==> config.mk <==
export PLATFORM = sky130hd
export DESIGN_NAME = sdr_col_engine
export DESIGN_NICKNAME = d
export VERILOG_FILES = /design/src/rtl/sdr_pkg.sv /design/src/rtl/sdr_mode_reg.sv /design/src/rtl/sdr_burst_ctr.sv /design/src/rtl/sdr_col_array.sv /design/src/rtl/sdr_read_pipe.sv /design/src/rtl/sdr_col_engine.sv
export SDC_FILE = /design/constraint.sdc
export NUM_CORES = 1
export LEC_CHECK = 0
export CAP_MARGIN = 20
export CORE_MARGIN = 5
export CORE_UTILIZATION = 45
export DETAILED_ROUTE_END_ITERATION = 7
export DONT_BUFFER_PORTS = 1
export GPL_ROUTABILITY_DRIVEN = 0
export GPL_TIMING_DRIVEN = 0
export SETUP_SLACK_MARGIN = 0.4
export SLEW_MARGIN = 20
export SYNTH_ARGS = -nofsm -noshare
export SYNTH_HDL_FRONTEND = slang
export SYNTH_SLANG_ARGS = --single-unit
export TNS_END_PERCENT = 1
==> constraint.sdc <==
create_clock -name clk -period 4.02 [get_ports clk]
set_input_delay 0.402 -clock clk [delete_from_list [all_inputs] [get_ports clk]]
set_output_delay 0.402 -clock clk [all_outputs]
set_load 0.02 [all_outputs]
==> src/rtl/sdr_pkg.sv <==
package sdr_pkg;
  typedef enum logic [1:0] {
    CMD_NOP   = 2'd0,
    CMD_READ  = 2'd1,
    CMD_WRITE = 2'd2,
    CMD_LOAD  = 2'd3
  } sdr_cmd_e;

  localparam int MODE_W = 10;

  typedef struct packed {
    logic       wr_single;
    logic       cas3;
    logic       ilv;
    logic [1:0] bl_code;
  } sdr_mode_t;
endpackage

==> src/rtl/sdr_mode_reg.sv <==
module sdr_mode_reg
  import sdr_pkg::*;
(
  input  logic              clk,
  input  logic              rst,
  input  logic              act,
  input  logic              load,
  input  logic [MODE_W-1:0] word,
  output sdr_mode_t         mode_q
);
  logic unused_rsvd;
  assign unused_rsvd = ^{word[8:5], word[3]};

  always_ff @(posedge clk) begin
    if (rst) begin
      mode_q <= '0;
    end else if (act && load) begin
      mode_q <= '{wr_single: word[9], cas3: word[4], ilv: word[2], bl_code: word[1:0]};
    end
  end
endmodule

==> src/rtl/sdr_burst_ctr.sv <==
module sdr_burst_ctr
  import sdr_pkg::*;
#(
  parameter int COL_W  = 6,
  parameter int BEAT_W = 3
) (
  input  logic             clk,
  input  logic             rst,
  input  logic             act,
  input  logic             start,
  input  logic             start_wr,
  input  logic             load,
  input  logic [COL_W-1:0] col_in,
  input  sdr_mode_t        mode,
  output logic             issue,
  output logic             issue_wr,
  output logic [COL_W-1:0] issue_col,
  output logic             busy_o,
  output logic [BEAT_W:0]  beat_o
);
  logic             busy_q, wr_q, ilv_q;
  logic [COL_W-1:0] base_q;
  logic [BEAT_W:0]  beat_q, len_q;

  logic [1:0]       lcode;
  logic [BEAT_W:0]  len_start, cur_len, cur_beat;
  logic [COL_W-1:0] cur_base, blk_mask, offs;
  logic             cur_ilv;

  always_comb begin
    lcode     = (start_wr && mode.wr_single) ? 2'd0 : mode.bl_code;
    len_start = (BEAT_W+1)'(1) << lcode;
    cur_base  = start ? col_in : base_q;
    cur_beat  = start ? '0 : beat_q;
    cur_len   = start ? len_start : len_q;
    cur_ilv   = start ? mode.ilv : ilv_q;
    blk_mask  = COL_W'(cur_len - (BEAT_W+1)'(1));
    offs      = cur_ilv ? (cur_base ^ COL_W'(cur_beat)) : (cur_base + COL_W'(cur_beat));
    issue_col = (cur_base & ~blk_mask) | (offs & blk_mask);
    issue     = act && (start || (busy_q && !load));
    issue_wr  = start ? start_wr : wr_q;
  end

  always_ff @(posedge clk) begin
    if (rst) begin
      busy_q <= 1'b0;
      wr_q   <= 1'b0;
      ilv_q  <= 1'b0;
      base_q <= '0;
      beat_q <= '0;
      len_q  <= '0;
    end else if (act) begin
      if (start) begin
        base_q <= col_in;
        beat_q <= (BEAT_W+1)'(1);
        len_q  <= len_start;
        wr_q   <= start_wr;
        ilv_q  <= mode.ilv;
        busy_q <= (len_start != (BEAT_W+1)'(1));
      end else if (load) begin
        busy_q <= 1'b0;
      end else if (busy_q) begin
        beat_q <= beat_q + (BEAT_W+1)'(1);
        busy_q <= ((beat_q + (BEAT_W+1)'(1)) != len_q);
      end
    end
  end

  assign busy_o = busy_q;
  assign beat_o = beat_q;
endmodule

==> src/rtl/sdr_col_array.sv <==
module sdr_col_array #(
  parameter int COL_W = 6,
  parameter int DW    = 8
) (
  input  logic             clk,
  input  logic             en,
  input  logic             we,
  input  logic [COL_W-1:0] addr,
  input  logic [DW-1:0]    wdata,
  output logic [DW-1:0]    rdata
);
  localparam int DEPTH = 1 << COL_W;
  logic [DW-1:0] mem [DEPTH];

  always_ff @(posedge clk) begin
    if (en) begin
      if (we) mem[addr] <= wdata;
      rdata <= mem[addr];
    end
  end
endmodule

==> src/rtl/sdr_read_pipe.sv <==
module sdr_read_pipe #(
  parameter int DW       = 8,
  parameter int MAX_CL   = 3,
  parameter int MASK_LAT = 2
) (
  input  logic          clk,
  input  logic          rst,
  input  logic          act,
  input  logic          issue_rd,
  input  logic [DW-1:0] arr_q,
  input  logic          dm,
  input  logic          cas3,
  output logic [DW-1:0] dout,
  output logic          dvalid
);
  localparam int CL_LO = 2;

  logic [MAX_CL:1]   vld;
  logic [MASK_LAT:1] msk;
  logic [DW-1:0]     dly [2:MAX_CL];
  logic              tap_v, drive;
  logic [DW-1:0]     tap_d;

  always_comb begin
    tap_v = vld[CL_LO + int'(cas3)];
    tap_d = dly[CL_LO + int'(cas3)];
    drive = tap_v && !msk[MASK_LAT];
  end

  always_ff @(posedge clk) begin
    if (act) begin
      dly[2] <= arr_q;
      for (int i = 3; i <= MAX_CL; i++) dly[i] <= dly[i-1];
    end
  end

  always_ff @(posedge clk) begin
    if (rst) begin
      vld    <= '0;
      msk    <= '0;
      dout   <= '0;
      dvalid <= 1'b0;
    end else if (act) begin
      vld    <= {vld[MAX_CL-1:1], issue_rd};
      msk    <= {msk[MASK_LAT-1:1], dm};
      dvalid <= drive;
      dout   <= drive ? tap_d : '0;
    end
  end
endmodule

==> src/rtl/sdr_col_engine.sv <==
module sdr_col_engine
  import sdr_pkg::*;
#(
  parameter int DW       = 8,
  parameter int COL_W    = 6,
  parameter int MAX_BL   = 8,
  parameter int MAX_CL   = 3,
  parameter int MASK_LAT = 2
) (
  input  logic              clk,
  input  logic              rst,
  input  logic              cke_in,
  input  logic [1:0]        cmd_in,
  input  logic [COL_W-1:0]  col_in,
  input  logic [MODE_W-1:0] mode_in,
  input  logic [DW-1:0]     wdata_in,
  input  logic              dm_in,
  output logic [DW-1:0]     rdata_out,
  output logic              rd_valid_out
);
  localparam int BEAT_W = $clog2(MAX_BL);

  logic       act;
  sdr_cmd_e   cmd;
  logic       start, start_wr, load;
  sdr_mode_t  mode_q;
  logic       issue, issue_wr, burst_busy;
  logic [COL_W-1:0] issue_col;
  logic [BEAT_W:0]  burst_beat;
  logic [DW-1:0]    arr_q;

  always_ff @(posedge clk) begin
    if (rst) act <= 1'b1;
    else     act <= cke_in;
  end

  always_comb begin
    cmd      = sdr_cmd_e'(cmd_in);
    start    = (cmd == CMD_READ) || (cmd == CMD_WRITE);
    start_wr = (cmd == CMD_WRITE);
    load     = (cmd == CMD_LOAD);
  end

  sdr_mode_reg u_mode (
    .clk(clk), .rst(rst), .act(act), .load(load), .word(mode_in), .mode_q(mode_q)
  );

  sdr_burst_ctr #(.COL_W(COL_W), .BEAT_W(BEAT_W)) u_ctr (
    .clk(clk), .rst(rst), .act(act), .start(start), .start_wr(start_wr),
    .load(load), .col_in(col_in), .mode(mode_q), .issue(issue),
    .issue_wr(issue_wr), .issue_col(issue_col), .busy_o(burst_busy),
    .beat_o(burst_beat)
  );

  sdr_col_array #(.COL_W(COL_W), .DW(DW)) u_arr (
    .clk(clk), .en(issue), .we(issue_wr && !dm_in), .addr(issue_col),
    .wdata(wdata_in), .rdata(arr_q)
  );

  sdr_read_pipe #(.DW(DW), .MAX_CL(MAX_CL), .MASK_LAT(MASK_LAT)) u_rpipe (
    .clk(clk), .rst(rst), .act(act), .issue_rd(issue && !issue_wr),
    .arr_q(arr_q), .dm(dm_in), .cas3(mode_q.cas3), .dout(rdata_out),
    .dvalid(rd_valid_out)
  );
endmodule

# Word level (Yosys, flattened, before mapping)
# Memories as Yosys holds them, arrays and structs flattened. A register that Yosys moved wholly into a read port is not among the register bits.
# Index checks and enable logic that the tools add are counted.
[totals] ff_bits=37 ramBits=528 output_inout_bits=9 word_cells=71 mem_count=2
[mem_list] memory="u_arr.mem" depth=64 width=8 read_ports=1 rd_clocked_by_memory_dff=1 write_ports=1 line_no="sdr_col_array.sv:13" source="logic [DW-1:0] mem [DEPTH];"
[mem_list] memory="u_rpipe.dly" depth=2 width=8 read_ports=2 rd_clocked_by_memory_dff=0 write_ports=2 line_no="sdr_read_pipe.sv:20" source="logic [DW-1:0] dly [2:MAX_CL];"
[op_classes] n_addsub=4 n_lt_le_gt_ge=1 eq_ne=6 n_shift=1 muxes=22 bitwise_logic=5 n_reduce_logical=15
[ops] cell="4-bit 2-to-1 mux" count=5
[ops] cell="6-bit bitwise AND" count=2
[ops] cell="1-bit 2-to-1 mux" count=12
[ops] cell="6-bit 2-to-1 mux" count=2
[ops] cell="8-bit 2-to-1 mux" count=1
[ops] cell="1-bit logical AND" count=7
[ops] cell="6-bit by 4-bit adder with 6-bit output" count=1
[ops] cell="6-bit inverter" count=1
[ops] cell="6-bit bitwise OR" count=1
[ops] cell="6-bit by 4-bit bitwise XOR with 6-bit output" count=1
[ops] cell="4-bit by 1-bit subtractor with 5-bit output, second input constant" count=1
[ops] cell="4-bit by 1-bit adder with 4-bit output, second input constant" count=1
[ops] cell="2-bit == test, second input constant" count=2
[ops] cell="1-bit zero test" count=4
[ops] cell="4-bit by 1-bit != test with 1-bit output, second input constant" count=1
[ops] cell="4-bit != test" count=1
[ops] cell="1-bit by 2-bit left shift with 4-bit output, first input constant" count=1
[ops] cell="2-bit by 1-bit adder with 3-bit output, first input constant" count=1
[ops] cell="3-bit less-than comparator, second input constant" count=1
[ops] cell="3-bit AND reduction" count=1
[ops] cell="1-bit binary-select mux with 2-bit select" count=1
[ops] cell="2-bit by 1-bit == test with 1-bit output, second input constant" count=1
[ops] cell="1-bit logical OR" count=2
[ops] cell="2-bit 2-to-1 mux" count=1
[ops] cell="other kinds (2)" count=2

# Longest topological paths before layout
[logic_depth] ltp_word=9 ltp_mapped=20 ltp_nobuf=14

# Modules after synthesis
# From an unflattened synthesis, not the netlist that was laid out.
[unflattened] hier_cells=1442 area_unflattened_um2=22947.0
[by_module_without_submodules] mod="sdr_col_array" n_inst=1 cells_per_inst=1195 area_each_um2=20368.3
[by_module_without_submodules] mod="sdr_burst_ctr" n_inst=1 cells_per_inst=143 area_each_um2=1227.4
[by_module_without_submodules] mod="sdr_read_pipe" n_inst=1 cells_per_inst=74 area_each_um2=1061.0
[by_module_without_submodules] mod="sdr_mode_reg" n_inst=1 cells_per_inst=22 area_each_um2=219.0
[by_module_without_submodules] mod="sdr_col_engine" n_inst=1 cells_per_inst=8 area_each_um2=71.3

# Worst setup path before layout
# OpenSTA, ideal clock, no wires.
[synth_path] kind="input to register" startpoint="in cmd_in[0]" endpoint="mem u_arr.mem[9][0] (enable)" setup_time_ps=370 arrival_time_ps=3773 t_required_ps=3650 setup_slack_ps=-124 cell_stages=17 cell_sequence="inv_1 ha_1 buf_6 buf_6 buf_6 buf_2 and2_1 ha_1 ha_1 a31oi_1 xnor2_1 mux2i_2 mux2i_2 buf_2 or3_1 clkbuf_1 nor2_1"
[synth_between] elab_chain_len=9
[synth_lines] item="start: declaration" line_no="sdr_col_engine.sv:13" source="input logic [1:0] cmd_in,"
[synth_lines] item="2-bit == test" line_no="sdr_col_engine.sv:39, sdr_col_engine.sv:40"
[synth_lines] item="1-bit logical AND" line_no="sdr_burst_ctr.sv:31" source="lcode = (start_wr && mode.wr_single) ? 2'd0 : mode.bl_code;"
[synth_lines] item="2-bit 2-to-1 mux" line_no="sdr_burst_ctr.sv:31"
[synth_lines] item="1-bit by 2-bit left shift with 4-bit output" line_no="sdr_burst_ctr.sv:32" source="len_start = (BEAT_W+1)'(1) << lcode;"
[synth_lines] item="4-bit 2-to-1 mux" line_no="sdr_burst_ctr.sv:35" source="cur_len = start ? len_start : len_q;"
[synth_lines] item="4-bit by 1-bit subtractor with 5-bit output" line_no="sdr_burst_ctr.sv:37" source="blk_mask = COL_W'(cur_len - (BEAT_W+1)'(1));"
[synth_lines] item="6-bit inverter" line_no="sdr_burst_ctr.sv:39" source="issue_col = (cur_base & ~blk_mask) | (offs & blk_mask);"
[synth_lines] item="6-bit bitwise AND" line_no="sdr_burst_ctr.sv:39"
[synth_lines] item="6-bit bitwise OR" line_no="sdr_burst_ctr.sv:39"
[synth_lines] item="end: declaration" line_no="sdr_col_array.sv:13"
# Several ways; a longest one is shown, not always the timed one.

# Worst setup path after layout
[layout_path] startpoint="in cmd_in[1]" endpoint="reg u_arr.rdata[7], read port of u_arr.mem, data pin"
[layout_between] elab_chain_len=9
[layout_lines] item="2-bit == test" line_no="sdr_col_engine.sv:39, sdr_col_engine.sv:40"
[layout_lines] item="1-bit logical AND" line_no="sdr_burst_ctr.sv:31"
[layout_lines] item="2-bit 2-to-1 mux" line_no="sdr_burst_ctr.sv:31"
[layout_lines] item="1-bit by 2-bit left shift with 4-bit output" line_no="sdr_burst_ctr.sv:32"
[layout_lines] item="4-bit 2-to-1 mux" line_no="sdr_burst_ctr.sv:35"
[layout_lines] item="4-bit by 1-bit subtractor with 5-bit output" line_no="sdr_burst_ctr.sv:37"
[layout_lines] item="6-bit inverter" line_no="sdr_burst_ctr.sv:39"
[layout_lines] item="6-bit bitwise AND" line_no="sdr_burst_ctr.sv:39"
[layout_lines] item="6-bit bitwise OR" line_no="sdr_burst_ctr.sv:39"
[layout_lines] item="end: declaration" line_no="sdr_col_array.sv:10" source="output logic [DW-1:0] rdata"
# Several ways; a longest one is shown, not always the timed one.
# A chain may end at the register's enable or synchronous reset.

==> results.md <==
| Step | Result | Reported |
|---|---|---|
| status | Status | completed |
| global route | Aggregate global-route resource usage | 23.9% |
| critical path | Slowest stage cell on the critical path | sky130_fd_sc_hd__mux2_4 |
| global route | Vias in the first global route | 14,100 |
| yosys | Sequential element share of the synthesized area | 70.2% |
| global route | Initial antenna violation count | 1 |
| power | Cell internal power dissipation | 11.4 mW |
| final layout | Layout Area Growth over Synthesis | 24.6% |
| sta | Fmax | 270 MHz |
| power | Power dissipated by switching net loads | 4.65 mW |
| cts | Total clock buffers created by CTS | 60 |
| yosys | Syn nets | 1,549 |
| critical path | Critical path data required time | 4320 ps |
| detailed routing | Initial drt markers | 1,401 |
| sta | Final Max Tran Viols | 0 |
| yosys | Post-synthesis instance total | 1,511 |
| yosys | Average size of a mapped cell | 15.9 µm² |
| final layout | Number of antenna repair diodes | 0 |
| sta | Final-report setup violation count | 0 |
| sta | Setup repair after global routing missed its margin | yes |
| yosys | Proportion of register bits with asynchronous set or reset after synthesis | 0% |
| yosys | Number of warning messages in the yosys log | 0 |
| global route | Maximum number of pins on one net before global-route repair | 65 |
| power | Leakage Power | 10.7 nW |
| detailed routing | Remaining number of nets flagged by the antenna check after routing | 0 |
| critical path | Critical path buffer and inverter count | 7 |
| place | PortBufs | 0 |
| floorplan | Die ar. | 58,000 µm² |
| floorplan | Floorplan die width | 241 µm |
| global route | Remaining Overflow, GRT | 0 |
| cts | Number of levels in the clock H-tree | 2 |
| sta | Slew Limit Headroom | 35.2% |
| cts | Insertion delay to the later sink of the worst-skew pair | 630 ps |
| final layout | Number of nets in the final layout | 1,726 |
| detailed routing | Pre-antenna DRT Iters | 7 |
| critical path | Crit. End Element | flip-flop |
| detailed routing | Detailed-route via count | 14,300 |
| power | Largest vdd supply drop | 321 µV |
| sta | Smallest setup slack after layout | 319 ps |
| flow run | Max-capacitance violation count | 0 |
| sta | Count of final hold-check violations | 0 |
| critical path | FF-to-FF End | u_arr.rdata[7]$_DFFE_PP_ |
| cts | Clock transition at path regs | 60 ps |
| place | HPWL reported at the end of detailed placement | 42.5 mm |
| final layout | Number of fill cells in the layout | 4,080 |
| sta | Worst hold slack after final layout | 147 ps |
| sta | Accumulated negative setup slack | 0 ps |
| floorplan | Starting Density | 45.6% |
| cts | CTS tree | yes |
| critical path | Largest incremental delay on the critical path | 350 ps |
| floorplan | Row count | 84 |
| sta | Worst clock skew | 17.4 ps |
| critical path | Startpoint of the worst-slack reg-to-reg timing path | u_mode.mode_q[4]$_SDFFE_PP0P_ |
| final layout | Layout cells sized above 1 | 25.1% |
| critical path | Worst endpoint data arrival time | 4000 ps |
| critical path | Worst reg2reg path depth | 14 |
| cts | Root buffer selected by CTS | sky130_fd_sc_hd__clkbuf_16 |
| global route | Wire length of the first global-routing pass | 99.3 mm |
| floorplan | Die boundary height | 241 µm |
| yosys | Synth cell types | 71 |
| power | Switching share of power | 28.9% |
| yosys | Count of flip-flops with a built-in enable after synthesis | 536 |
| detailed routing | Remaining DRCs | 0 |
| cts | Maximum clock insertion buffer count | 3 |
| cts | Clk sink count | 573 |
| critical path | CP startpoint kind | primary input |
| yosys | Top_reg_cell synth | sky130_fd_sc_hd__edfxtp_1 |
| critical path | Dominant delay contributor by cell family on the critical path | buffers and inverters |
| power | Total power density per cell area | 538 nW/µm² |
| yosys | Synthesized area | 24,000 µm² |
| sta | Measured slew at the worst slew-check pin | 971 ps |
| detailed routing | Routed Wire Length | 69.8 mm |
| yosys | Register bit count reported by yosys | 573 |
| power | Clock share of power | 34.1% |
| critical path | Crit path launch | cmd_in[1] |
| min path | Worst hold path class | in2reg |
| critical path | Worst setup path end | u_arr.rdata[7]$_DFFE_PP_ |
| floorplan | Placeable core region | 52,700 µm² |
| critical path | Critical-path cell list | ha_4, buf_12, buf_8, buf_8, buf_8, and2_4, ha_4, ha_4, a31oi_4, xnor2_2, mux2_4, mux2i_4, buf_12, buf_6, buf_6, a211oi_1, o2111ai_1, o2111a_1, nand4_1 |
| detailed routing | Vias per inst | 5.88 |
| critical path | Slack of the worst reg-to-reg path | 320 ps |
| critical path | Critical path class | in2reg |
| floorplan | Top-Level Pins | 39 |
| sta | Min Tclk post-route | 3700 ps |
| critical path | Critical Path Fanout Max | 10 |
| power | Combinational share of power | 24.5% |
| critical path | Crit path depth | 19 |
| detailed routing | Average wire per standard cell | 28.8 µm |
| place | Post-placement worst setup slack | -986 ps |
| power | Share of power burned in registers | 41.5% |
| sta | Share of the clock period used by the worst path after layout | 92.1% |
## worst register-to-register path: stages, from the launching register on
cell                        delay [ps]
sky130_fd_sc_hd__dfxtp_2           330
sky130_fd_sc_hd__nand2_1           110
sky130_fd_sc_hd__and4b_1           230
sky130_fd_sc_hd__a21oi_2            60
sky130_fd_sc_hd__ha_4              190
sky130_fd_sc_hd__or4_4             420
sky130_fd_sc_hd__o211ai_4          200
sky130_fd_sc_hd__mux2i_4           330
sky130_fd_sc_hd__buf_12            150
sky130_fd_sc_hd__buf_6             250
sky130_fd_sc_hd__buf_6             250
sky130_fd_sc_hd__a211oi_1           80
sky130_fd_sc_hd__o2111ai_1         260
sky130_fd_sc_hd__o2111a_1          290
sky130_fd_sc_hd__nand4_1           230
## area by class of cell
cell class / count / area (µm²) / area share, %
flip-flops and latches: 573 / 16800 / 56.4
well taps: 688 / 861 / 2.88
clock buffers: 77 / 1610 / 5.38
clock inverters: 32 / 327 / 1.09
inverters: 7 / 33.8 / 0.113
repair buffers: 115 / 1640 / 5.48
multi-input cells: 846 / 7670 / 25.7
plain buffers: 85 / 905 / 3.03
## placed cells by master (no fill, tap or decap), types with 13 or more instances in the layout
master / instances
sky130_fd_sc_hd__a21oi_1: 32
sky130_fd_sc_hd__nand3_1: 19
sky130_fd_sc_hd__mux2i_1: 360
sky130_fd_sc_hd__mux2i_2: 26
sky130_fd_sc_hd__buf_6: 17
sky130_fd_sc_hd__clkbuf_16: 62
sky130_fd_sc_hd__a211oi_1: 19
sky130_fd_sc_hd__edfxtp_1: 536
sky130_fd_sc_hd__nor2_4: 64
sky130_fd_sc_hd__buf_16: 14
sky130_fd_sc_hd__nand2_1: 71
sky130_fd_sc_hd__dfxtp_1: 33
sky130_fd_sc_hd__nor2_1: 41
sky130_fd_sc_hd__buf_4: 70
sky130_fd_sc_hd__o22ai_1: 20
sky130_fd_sc_hd__clkinv_2: 13
sky130_fd_sc_hd__clkbuf_1: 28
sky130_fd_sc_hd__buf_12: 52
## repair_timing
| item | CTS | global route |
|---|---|---|
| setup endpoints to repair | 520 | 512 |
| cloned | 3 | 0 |
| gates resized for setup | 143 | 14 |
| pin swaps | 43 | 10 |
| setup buffers | 79 | 16 |
| hold buffers | 17 | 0 |
| hold endpoints to repair | 521 | 0 |
## power by group through the flow
stage	clock network, mW	logic (mW)	registers [mW]
4_1_cts	5.55	3.82	6.67
3_5_place_dp	0	3.10	6.79
3_3_place_gp	0	3.08	6.79
6_report	5.48	3.93	6.67
5_1_grt	5.80	4.05	6.67
2_1_floorplan	0	2.00	6.78
## layer usage
metal  global-route usage (%)  vias to the layer above  routed length (µm)
met4                     8.57                        2                2910
met2                     39.1                      583               33300
li1                         -                     6273                   -
met5                        0                        -                  36
met3                     5.10                      152                5330
met1                     31.8                     7242               28200
## per-stage QoR
stage               area, µm²  power [mW]  utilization (%)  instances
floorplan               24800        8.79                -       1511
detailed placement      25700        9.89             48.7       2199
global route            29900        16.5             56.8       2423
CTS                     29500        16.0             56.1       2407
global placement        25700        9.87             48.7       2199
finish                  29900        16.1             56.8       2423
## flip-flops by register name, summed over array words and instances (netlist names), 2 cells and up
signal and flops:
u_ctr.len_q 4, u_mode.mode_q 5, u_ctr.beat_o 4, u_arr.rdata 8
u_rpipe.dout 8, u_arr.mem 512, u_rpipe.vld 3, u_rpipe.msk 2
u_ctr.base_q 6, u_rpipe.dly 16
## cell families after synthesis
group	share of synthesized area, %
adders and majority gates	0.417
AOI/OAI and AO/OA	4.80
and+or+nand+nor	4.89
muxes	17.2
buffers and inverters	2.08
xor gates and xnor gates	0.438
DFF	70.2
## Yosys cell counts (all sizes together) (3+ instances only)
cell	number	area, µm²
a221oi	9	78.8
nor2	105	394
nor4	4	31.3
xor2	3	26.3
nor3	7	35.0
nand4	6	37.5
or3	5	31.3
or4	9	71.3
o211a	4	40.0
buf	66	402
mux2	13	150
o2111ai	3	26.3
nand3	27	150
a211oi	21	163
dfxtp	37	741
clkbuf	19	71.3
a22oi	11	82.6
edfxtp	536	16100
o22ai	26	163
xnor2	9	78.8
inv	6	22.5
o21ai	8	51.3
ha	8	100
nand2	72	270
a31oi	11	68.8
a21oi	37	185
a311oi	4	35.0
and3	7	43.8
and2	7	43.8
o21a	3	22.5
mux2i	394	3980
## worst min-delay path by stage
stage / startpoint / endpoint / cells after the start
global route: wdata_in[7] / u_arr.mem[16][7]$_DFFE_PP_ / 1
global placement: u_arr.rdata[4]$_DFFE_PP_ / u_rpipe.dly[2][4]$_DFFE_PP_ / 0
detailed placement: u_arr.rdata[3]$_DFFE_PP_ / u_rpipe.dly[2][3]$_DFFE_PP_ / 0
floorplan: u_arr.rdata[0]$_DFFE_PP_ / u_rpipe.dly[2][0]$_DFFE_PP_ / 0
finish: wdata_in[7] / u_arr.mem[17][7]$_DFFE_PP_ / 1
CTS: wdata_in[7] / u_arr.mem[18][7]$_DFFE_PP_ / 1
Note: power is estimated with default switching activity, not from simulation.
